### src/rtl/tenc_pkg.sv
package tenc_pkg;

    typedef enum logic [1:0] {
        TS_IDLE = 2'd0,
        TS_LOAD = 2'd1,
        TS_ENC  = 2'd2
    } tenc_state_e;

    // Constituent encoder state: bit 2 = s1 (newest), bit 0 = s3 (oldest)
    typedef logic [2:0] rsc_state_t;

endpackage

### src/rtl/tenc_rsc.sv
module tenc_rsc
    import tenc_pkg::*;
(
    input  logic clk,
    input  logic rst_n,
    input  logic clr,
    input  logic adv,
    input  logic din,
    output logic par
);

    rsc_state_t st_d, st_q;
    logic       fb;

    always_comb begin
        fb   = din ^ st_q[1] ^ st_q[0];
        par  = fb ^ st_q[2] ^ st_q[0];
        st_d = st_q;
        if (clr) begin
            st_d = '0;
        end else if (adv) begin
            st_d = {fb, st_q[2], st_q[1]};
        end
    end

    always_ff @(posedge clk) begin
        if (!rst_n) st_q <= '0;
        else        st_q <= st_d;
    end

endmodule

### src/rtl/tenc_bitbuf.sv
module tenc_bitbuf #(
    parameter int DEPTH = 64,
    localparam int AW = $clog2(DEPTH)
) (
    input  logic          clk,
    input  logic          rst_n,
    input  logic          we,
    input  logic [AW-1:0] waddr,
    input  logic          wbit,
    input  logic [AW-1:0] raddr_a,
    input  logic [AW-1:0] raddr_b,
    output logic          rbit_a,
    output logic          rbit_b
);

    logic [DEPTH-1:0] mem_d, mem_q;

    always_comb begin
        mem_d = mem_q;
        if (we) mem_d[waddr] = wbit;
        rbit_a = mem_q[raddr_a];
        rbit_b = mem_q[raddr_b];
    end

    always_ff @(posedge clk) begin
        if (!rst_n) mem_q <= '0;
        else        mem_q <= mem_d;
    end

endmodule

### src/rtl/tenc_permtab.sv
module tenc_permtab #(
    parameter int DEPTH = 64,
    localparam int AW = $clog2(DEPTH)
) (
    input  logic          clk,
    input  logic          we,
    input  logic [AW-1:0] waddr,
    input  logic [AW-1:0] wdata,
    input  logic [AW-1:0] raddr,
    output logic [AW-1:0] rdata
);

    logic [AW-1:0] tab_d [DEPTH];
    logic [AW-1:0] tab_q [DEPTH];

    always_comb begin
        tab_d = tab_q;
        if (we) tab_d[waddr] = wdata;
        rdata = tab_q[raddr];
    end

    always_ff @(posedge clk) begin
        tab_q <= tab_d;
    end

endmodule

### src/rtl/tenc_top.sv
module tenc_top
    import tenc_pkg::*;
#(
    parameter int MAX_LEN = 64,
    localparam int AW = $clog2(MAX_LEN),
    localparam int LW = $clog2(MAX_LEN + 1)
) (
    input  logic          clk,
    input  logic          rst_n,
    input  logic          in_valid,
    input  logic          in_sof,
    input  logic          in_bit,
    input  logic [LW-1:0] in_len,
    input  logic          perm_we,
    input  logic [AW-1:0] perm_addr,
    input  logic [AW-1:0] perm_data,
    output logic          out_valid,
    output logic          out_sys,
    output logic          out_p1,
    output logic          out_p2,
    output logic          out_eof
);

    localparam int NENC = 2;

    typedef struct packed {
        tenc_state_e   st;
        logic [AW-1:0] idx;
        logic [LW-1:0] len;
        logic          ov;
        logic          sys;
        logic          p1;
        logic          p2;
        logic          eof;
    } ctl_t;

    ctl_t r_d, r_q;

    logic            buf_we;
    logic [AW-1:0]   buf_waddr;
    logic            bit_a, bit_b;
    logic [AW-1:0]   perm_rd;
    logic            enc_clr, enc_adv;
    logic [NENC-1:0] enc_in, enc_par;
    logic [LW-1:0]   len_in_c;
    logic [LW-1:0]   len_cur;
    logic            at_last;
    logic            sof_ok;

    tenc_bitbuf #(.DEPTH(MAX_LEN)) u_buf (
        .clk     (clk),
        .rst_n   (rst_n),
        .we      (buf_we),
        .waddr   (buf_waddr),
        .wbit    (in_bit),
        .raddr_a (r_q.idx),
        .raddr_b (perm_rd),
        .rbit_a  (bit_a),
        .rbit_b  (bit_b)
    );

    tenc_permtab #(.DEPTH(MAX_LEN)) u_perm (
        .clk   (clk),
        .we    (perm_we),
        .waddr (perm_addr),
        .wdata (perm_data),
        .raddr (r_q.idx),
        .rdata (perm_rd)
    );

    assign enc_in = {bit_b, bit_a};

    for (genvar g = 0; g < NENC; g++) begin : g_rsc
        tenc_rsc u_rsc (
            .clk   (clk),
            .rst_n (rst_n),
            .clr   (enc_clr),
            .adv   (enc_adv),
            .din   (enc_in[g]),
            .par   (enc_par[g])
        );
    end

    always_comb begin
        r_d       = r_q;
        r_d.ov    = 1'b0;
        r_d.eof   = 1'b0;
        buf_we    = 1'b0;
        buf_waddr = r_q.idx;
        enc_clr   = 1'b0;
        enc_adv   = 1'b0;
        at_last   = (LW'(r_q.idx) == r_q.len - LW'(1));
        sof_ok    = in_valid && in_sof && (r_q.st != TS_ENC);

        if (in_len == '0)               len_in_c = LW'(1);
        else if (in_len > LW'(MAX_LEN)) len_in_c = LW'(MAX_LEN);
        else                            len_in_c = in_len;

        if (sof_ok) begin
            buf_we    = 1'b1;
            buf_waddr = '0;
            enc_clr   = 1'b1;
            r_d.len   = len_in_c;
            if (len_in_c == LW'(1)) begin
                r_d.st  = TS_ENC;
                r_d.idx = '0;
            end else begin
                r_d.st  = TS_LOAD;
                r_d.idx = AW'(1);
            end
        end else if (r_q.st == TS_LOAD && in_valid) begin
            buf_we = 1'b1;
            if (at_last) begin
                r_d.st  = TS_ENC;
                r_d.idx = '0;
            end else begin
                r_d.idx = r_q.idx + AW'(1);
            end
        end else if (r_q.st == TS_ENC) begin
            enc_adv = 1'b1;
            r_d.ov  = 1'b1;
            r_d.sys = bit_a;
            r_d.p1  = enc_par[0];
            r_d.p2  = enc_par[1];
            r_d.eof = at_last;
            if (at_last) begin
                r_d.st  = TS_IDLE;
                r_d.idx = '0;
            end else begin
                r_d.idx = r_q.idx + AW'(1);
            end
        end
    end

    always_ff @(posedge clk) begin
        if (!rst_n) r_q <= '0;
        else        r_q <= r_d;
    end

    assign len_cur   = r_q.len;
    assign out_valid = r_q.ov;
    assign out_sys   = r_q.sys;
    assign out_p1    = r_q.p1;
    assign out_p2    = r_q.p2;
    assign out_eof   = r_q.eof;

endmodule

### config.mk
export PLATFORM = sky130hd
export DESIGN_NAME = tenc_top
export DESIGN_NICKNAME = d
export VERILOG_FILES = /design/src/rtl/tenc_pkg.sv /design/src/rtl/tenc_rsc.sv /design/src/rtl/tenc_bitbuf.sv /design/src/rtl/tenc_permtab.sv /design/src/rtl/tenc_top.sv
export SDC_FILE = /design/constraint.sdc
export NUM_CORES = 1
export LEC_CHECK = 0
export BUFFER_PORTS_ARGS = -buffer_cell sky130_fd_sc_hd__buf_2
export CAP_MARGIN = 20
export CORE_MARGIN = 2
export CORE_UTILIZATION = 50
export CTS_CLUSTER_DIAMETER = 200
export DETAILED_ROUTE_END_ITERATION = 10
export HOLD_SLACK_MARGIN = 0.02
export PLACE_DENSITY = 0.66
export SYNTH_ARGS = -nofsm -noshare
export SYNTH_HDL_FRONTEND = slang
export SYNTH_SLANG_ARGS = --single-unit
### constraint.sdc
create_clock -name clk -period 4.4 [get_ports clk]
set_clock_uncertainty 0.05 [all_clocks]
set_input_delay 0.66 -clock clk [delete_from_list [all_inputs] [get_ports clk]]
set_output_delay 0.66 -clock clk [all_outputs]
set_load 0.02 [all_outputs]
### Word level (Yosys, flattened, before mapping)

Index checks and enable logic that the tools add are counted.

| storage, ports and cells | value |
|---|---|
| bits in registers | 474 |
| input port bits | 25 |
| output and inout port bits | 5 |

| cells by class | value |
|---|---|
| add/sub/neg operators | 2 |
| order comparisons | 8 |
| eq/ne operators | 7 |
| muxes and demuxes | 30 |
| bitwise gates (word level) | 14 |
| reduce and logical (&&, ||, !) cells | 12 |

Operators by type and width:

| kind | number |
|---|---|
| 384-bit bitwise mux | 1 |
| 64-bit bitwise mux | 1 |
| 6-bit binary-select mux with 6-bit select | 1 |
| 6-bit demux with 6-bit select | 1 |
| 8-bit 2-to-1 mux | 4 |
| 6-bit 2-to-1 mux | 5 |
| 6-bit by 7-bit < comparator with 1-bit output, second input constant | 3 |
| 7-bit greater-or-equal comparator, second input constant | 2 |
| 7-bit 2-to-1 mux | 2 |
| 6-bit inverter with 7-bit output | 2 |
| 1-bit binary-select mux with 6-bit select | 2 |
| 1-bit 2-to-1 mux | 9 |
| 1-bit bitwise XOR | 8 |
| 6-bit by 7-bit == test with 1-bit output | 1 |
| 7-bit by 1-bit == test with 1-bit output, second input constant | 1 |
| 7-bit greater-than comparator, second input constant | 1 |
| 7-bit logical NOT | 1 |
| 7-bit by 1-bit < comparator with 1-bit output, second input constant | 1 |
| 7-bit by 1-bit subtractor with 7-bit output, second input constant | 1 |
| 6-bit by 1-bit adder with 6-bit output, second input constant | 1 |
| 1-bit demux with 6-bit select | 1 |
| 6-bit by 1-bit greater-or-equal comparator with 1-bit output, second input constant | 1 |
| 3-bit inequality test, second input constant | 2 |
| 3-bit AND reduction | 2 |
| other kinds (11) | 19 |

### Depth between registers and ports, before layout

| logic depth | value |
|---|---|
| depth after elaboration | 11 |
| mapped depth | 17 |
| depth with buffers taken out | 12 |

### Cells and area by module

A second synthesis with hierarchy kept.

| unflattened totals | value |
|---|---|
| cells, all modules | 1347 |
| area total of the unflattened synthesis | 20621.0 um^2 |

Modules (own cells, without submodules):

| module | times used | cells each | area an instance (um^2) |
|---|---|---|---|
| tenc_permtab | 1 | 722 | 15061.9 |
| tenc_bitbuf | 1 | 444 | 4040.1 |
| tenc_top | 1 | 151 | 1203.7 |
| tenc_rsc | 2 | 15 | 157.7 |

### Least setup slack after synthesis

Ideal clock, no wire load.

| path | value |
|---|---|
| path type | register to register |
| start | reg r_q[12] in the netlist's numbering |
| end | reg g_rsc[1].u_rsc.st_q[2] |
| arrival | 3.320 ns |
| required time | 4.271 ns |
| path slack | 0.951 ns |
| cell stages (with the launch flop) | 14 |
| path buffers | 6 |
| cell sequence | dfxtp_1 -> buf_6 -> buf_6 -> buf_6 -> buf_4 -> buf_4 -> buf_4 -> mux4_2 -> mux4_2 -> a221oi_1 -> o211ai_2 -> o31a_2 -> xnor2_1 -> a211oi_2 |

| on the way | value |
|---|---|
| word-level cells in the longest chain between the ends | 8 |

Ends and longest elaborated chain:

| what | RTL line | RTL |
|---|---|---|
| start: declaration | tenc_top.sv:37 | `ctl_t r_d, r_q;` |
| start signal: assignment | tenc_top.sv:137 | `else r_q <= r_d;` |
| 6-bit inverter with 7-bit output (implied by the code) | tenc_permtab.sv:19 | `rdata = tab_q[raddr];` |
| 6-bit binary-select mux with 6-bit select | tenc_permtab.sv:19 |  |
| 6-bit 2-to-1 mux (implied by the code) (2 in series) | tenc_permtab.sv:19 |  |
| 1-bit binary-select mux with 6-bit select | tenc_bitbuf.sv:22 | `rbit_b = mem_q[raddr_b];` |
| 1-bit 2-to-1 mux (implied by the code) | tenc_bitbuf.sv:22 |  |
| 1-bit bitwise XOR (2 in series) | tenc_rsc.sv:16 | `fb = din ^ st_q[1] ^ st_q[0];` |
| end signal: assignment | tenc_rsc.sv:28 | `else st_q <= st_d;` |
| end: declaration | tenc_rsc.sv:12 | `rsc_state_t st_d, st_q;` |

No other way between the ends. The select of a mux whose other input is x is not followed.
A chain may end at the register's enable or synchronous reset.

### Final worst setup path

Same ends and word-level chain as after synthesis.

==> results.md <==
- Status: completed
- Yosys Warn Count: 0
- Most frequent cell after synthesis: edfxtp_1
- CP Launch Type: register
- Slew HR: 0.308
- Cts repair resizes: 0
- Vias/cell: 6.19
- Critical Path AT: 4.51 ns
- Area Growth Syn to Fin: 11.4%
- Latest clock arrival within the worst-skew pair: 0.59 ns
- CTS Sinks: 474
- Vias in the first global route: 12,200
- Seq/Total Area, Yosys: 0.653
- Diodes inserted: 0
- Final setup viols: 0
- WL/cell: 25.5 um
- Post-synthesis mux area share: 0.161
- Mapped cell area: 20,400 um^2
- Clk slew on worst S/H paths: 0.06 ns
- Register Area: 13,300 um^2
- PD cells: 414 nW/um^2
- Max-cap viol count: 0
- Final Max Tran Viols: 0
- CP Max Fanout: 20
- DRC viols: 0
- Post-route insts no fill: 1,973
- Via Count: 12,200
- Ports: 30
- Share of flip-flops with an asynchronous set or reset: 0
- RSZ-0062 raised after global routing: no
- Total track usage: 0.243
- Core area: 40,600 um^2
- Initial antenna violation count: 0
- Final #Nets: 1,433
- Synthesized flop and latch total: 474
- Worst-Margin Slew: 1.04 ns
- Max Root-Sink Buffers: 3
- Setup TNS: 0 ns
- First-pass GRT wire length: 75.7 mm
- Initial DRC Count: 1,394
- Synth Instances: 1,373
- Worst VDD drop: 346 uV
- CTS root buf: clkbuf_16
- Leakage: 7.09 nW
- Row cnt: 74
- Synth area leader: edfxtp_1
- CP Data Required Time: 4.79 ns
- Hold depth: 1
- DIE AREA: 42,500 um^2
- WS Path Type: reg2reg
- Share of post-route cells with drive strength above 1: 0.181
- Synth area leaders: edfxtp_1 56%, mux4_2 11%, dfxtp_1 8.8%, mux2i_1 3.4%, nor2_1 2.6%
- Post-CTS Hold Buffers: 0
- DR pass1 iterations: 5
- Worst Hold Class: in2reg
- Fin. Hold Viols: 0
- Chip width: 206 um
- Synth top cells by count: 384 x edfxtp_1, 142 x nor2_1, 102 x nand2_1
- Library cells used by synthesis: 60
- Syn_nets: 1,400
- Fill cells: 3,181
- Post-Synth Simple-Gate Area: 0.0844
- Post-synthesis compound-gate area fraction: 0.0704
- DP Wirelength: 32.3 mm
- Final ANT Viol Nets: 0
- WL final: 50.3 mm
- Adder-cell share of the synthesized area: 0.00122
- Die height: 206 um
- GP Congestion: 0.898
- Initial Util: 0.504
- Setup Buffers After CTS: 0
- Fraction of the cycle the final worst path needs: 0.938
- Top-area cell type share of the netlist area: 0.564
- FF-to-FF path depth: 12
- Dominant synthesized flop cell: edfxtp_1
- Area of the multi-input gates: 6650 um^2
- Largest net degree at the start of global routing: 67
- H-tree levels: 2
- CP endpoint kind: register
- GR Overflow Total: 0
- Synth Area in XOR/XNOR: 0.00857
- TritonCTS Buffers: 49
- EDFF count, synth: 384
- TritonCTS clock tree: built
- Largest family of logic cells by synthesized area: multiplexers
- Min cycle time layout: 4.13 ns
- Synthesized area per cell: 14.9 um^2
- # port buffers: 29
- Maximum clock frequency: 0.242 GHz
- Cell count after placement: 1,881
-- cell type report --
type	instances	share of cell area
clock buffers	65	0.0574
clock inverters	21	0.00813
inverters	5	0.000824
multi-input cells	806	0.292
flip-flops and latches	474	0.586
well taps	532	0.0292
repair buffers	70	0.0265
-- worst max-delay path, cell delays in order, from the launching register on --
cell	delay [ns]
dfxtp_4	0.62
buf_12	0.26
buf_4	0.21
mux4_2	0.54
mux4_2	0.54
o22ai_1	0.13
a21oi_1	0.16
nor2b_1	0.43
a22oi_1	0.15
and3_1	0.21
o31a_2	0.33
xnor2_1	0.20
a211oi_2	0.08
-- sequential cells by signal, indices dropped and copies added (netlist names) --
register,count
g_rsc.u_rsc.st_q,6
len_cur,7
out_eof,1
out_p1,1
out_p2,1
out_sys,1
out_valid,1
r_q,8
u_buf.mem_q,64
u_perm.tab_q,384
-- layout by cell type (no fill, tap or decap), types with 43 or more instances in the layout --
master     synthesis  routed
mux4_2            96      96
mux2i_1           70      70
nand2_1          102     102
nand3_1           43      43
o21ai_0           67      67
clkbuf_16          0      49
edfxtp_1         384     384
dfxtp_1           90      87
a21boi_0          61      61
nor2_1           142     142
-- metal layers --
metal | GRT usage | part of all wire
met5 | 0 | 0
met4 | 0.0839 | 0.034
met3 | 0.0454 | 0.068
met2 | 0.390 | 0.48
met1 | 0.335 | 0.42
-- logic make-up (layout without fill, tap and decap cells) --
logic type	Yosys count	in the layout
and+or+nand+nor	380	380
AOI/OAI and AO/OA	215	215
xor gates and xnor gates	20	20
adders and majority gates	2	2
muxes	189	189
buffers and inverters	93	161
DFF	474	474
-- power by group --
part	leakage, nW	internal [W]	switching (W)
logic	2.18	0.000265	0.000364
registers	4.18	0.00487	0.0000281
clock network	0.728	0.00220	0.00170
total	7.09	0.00734	0.00210
-- through the flow --
step            util  power, W  cell area (um^2)  worst slack (ns)  hold WS [ns]
6_report       0.561   0.00943             22800             0.275         0.296
5_1_grt        0.561   0.00970             22800            0.0408         0.277
4_1_cts        0.559   0.00948             22700             0.259         0.295
3_5_place_dp   0.522   0.00562             21200             0.310         0.415
3_3_place_gp   0.522   0.00561             21200             0.383         0.409
2_1_floorplan      -   0.00540             20400             0.951         0.399
-- worst paths after layout --
path	start	endpoint	slack (ns)
worst max-delay path	r_q[12]	g_rsc[1].u_rsc.st_q[2]	0.27
worst max register to register	r_q[12]	g_rsc[1].u_rsc.st_q[2]	0.27
worst min register to register	g_rsc[0].u_rsc.st_q[0]	g_rsc[0].u_rsc.st_q[0]	0.42
worst min-delay path	perm_data[1]	u_perm.tab_q[367]	0.30
(Power assumes the default switching activity.)
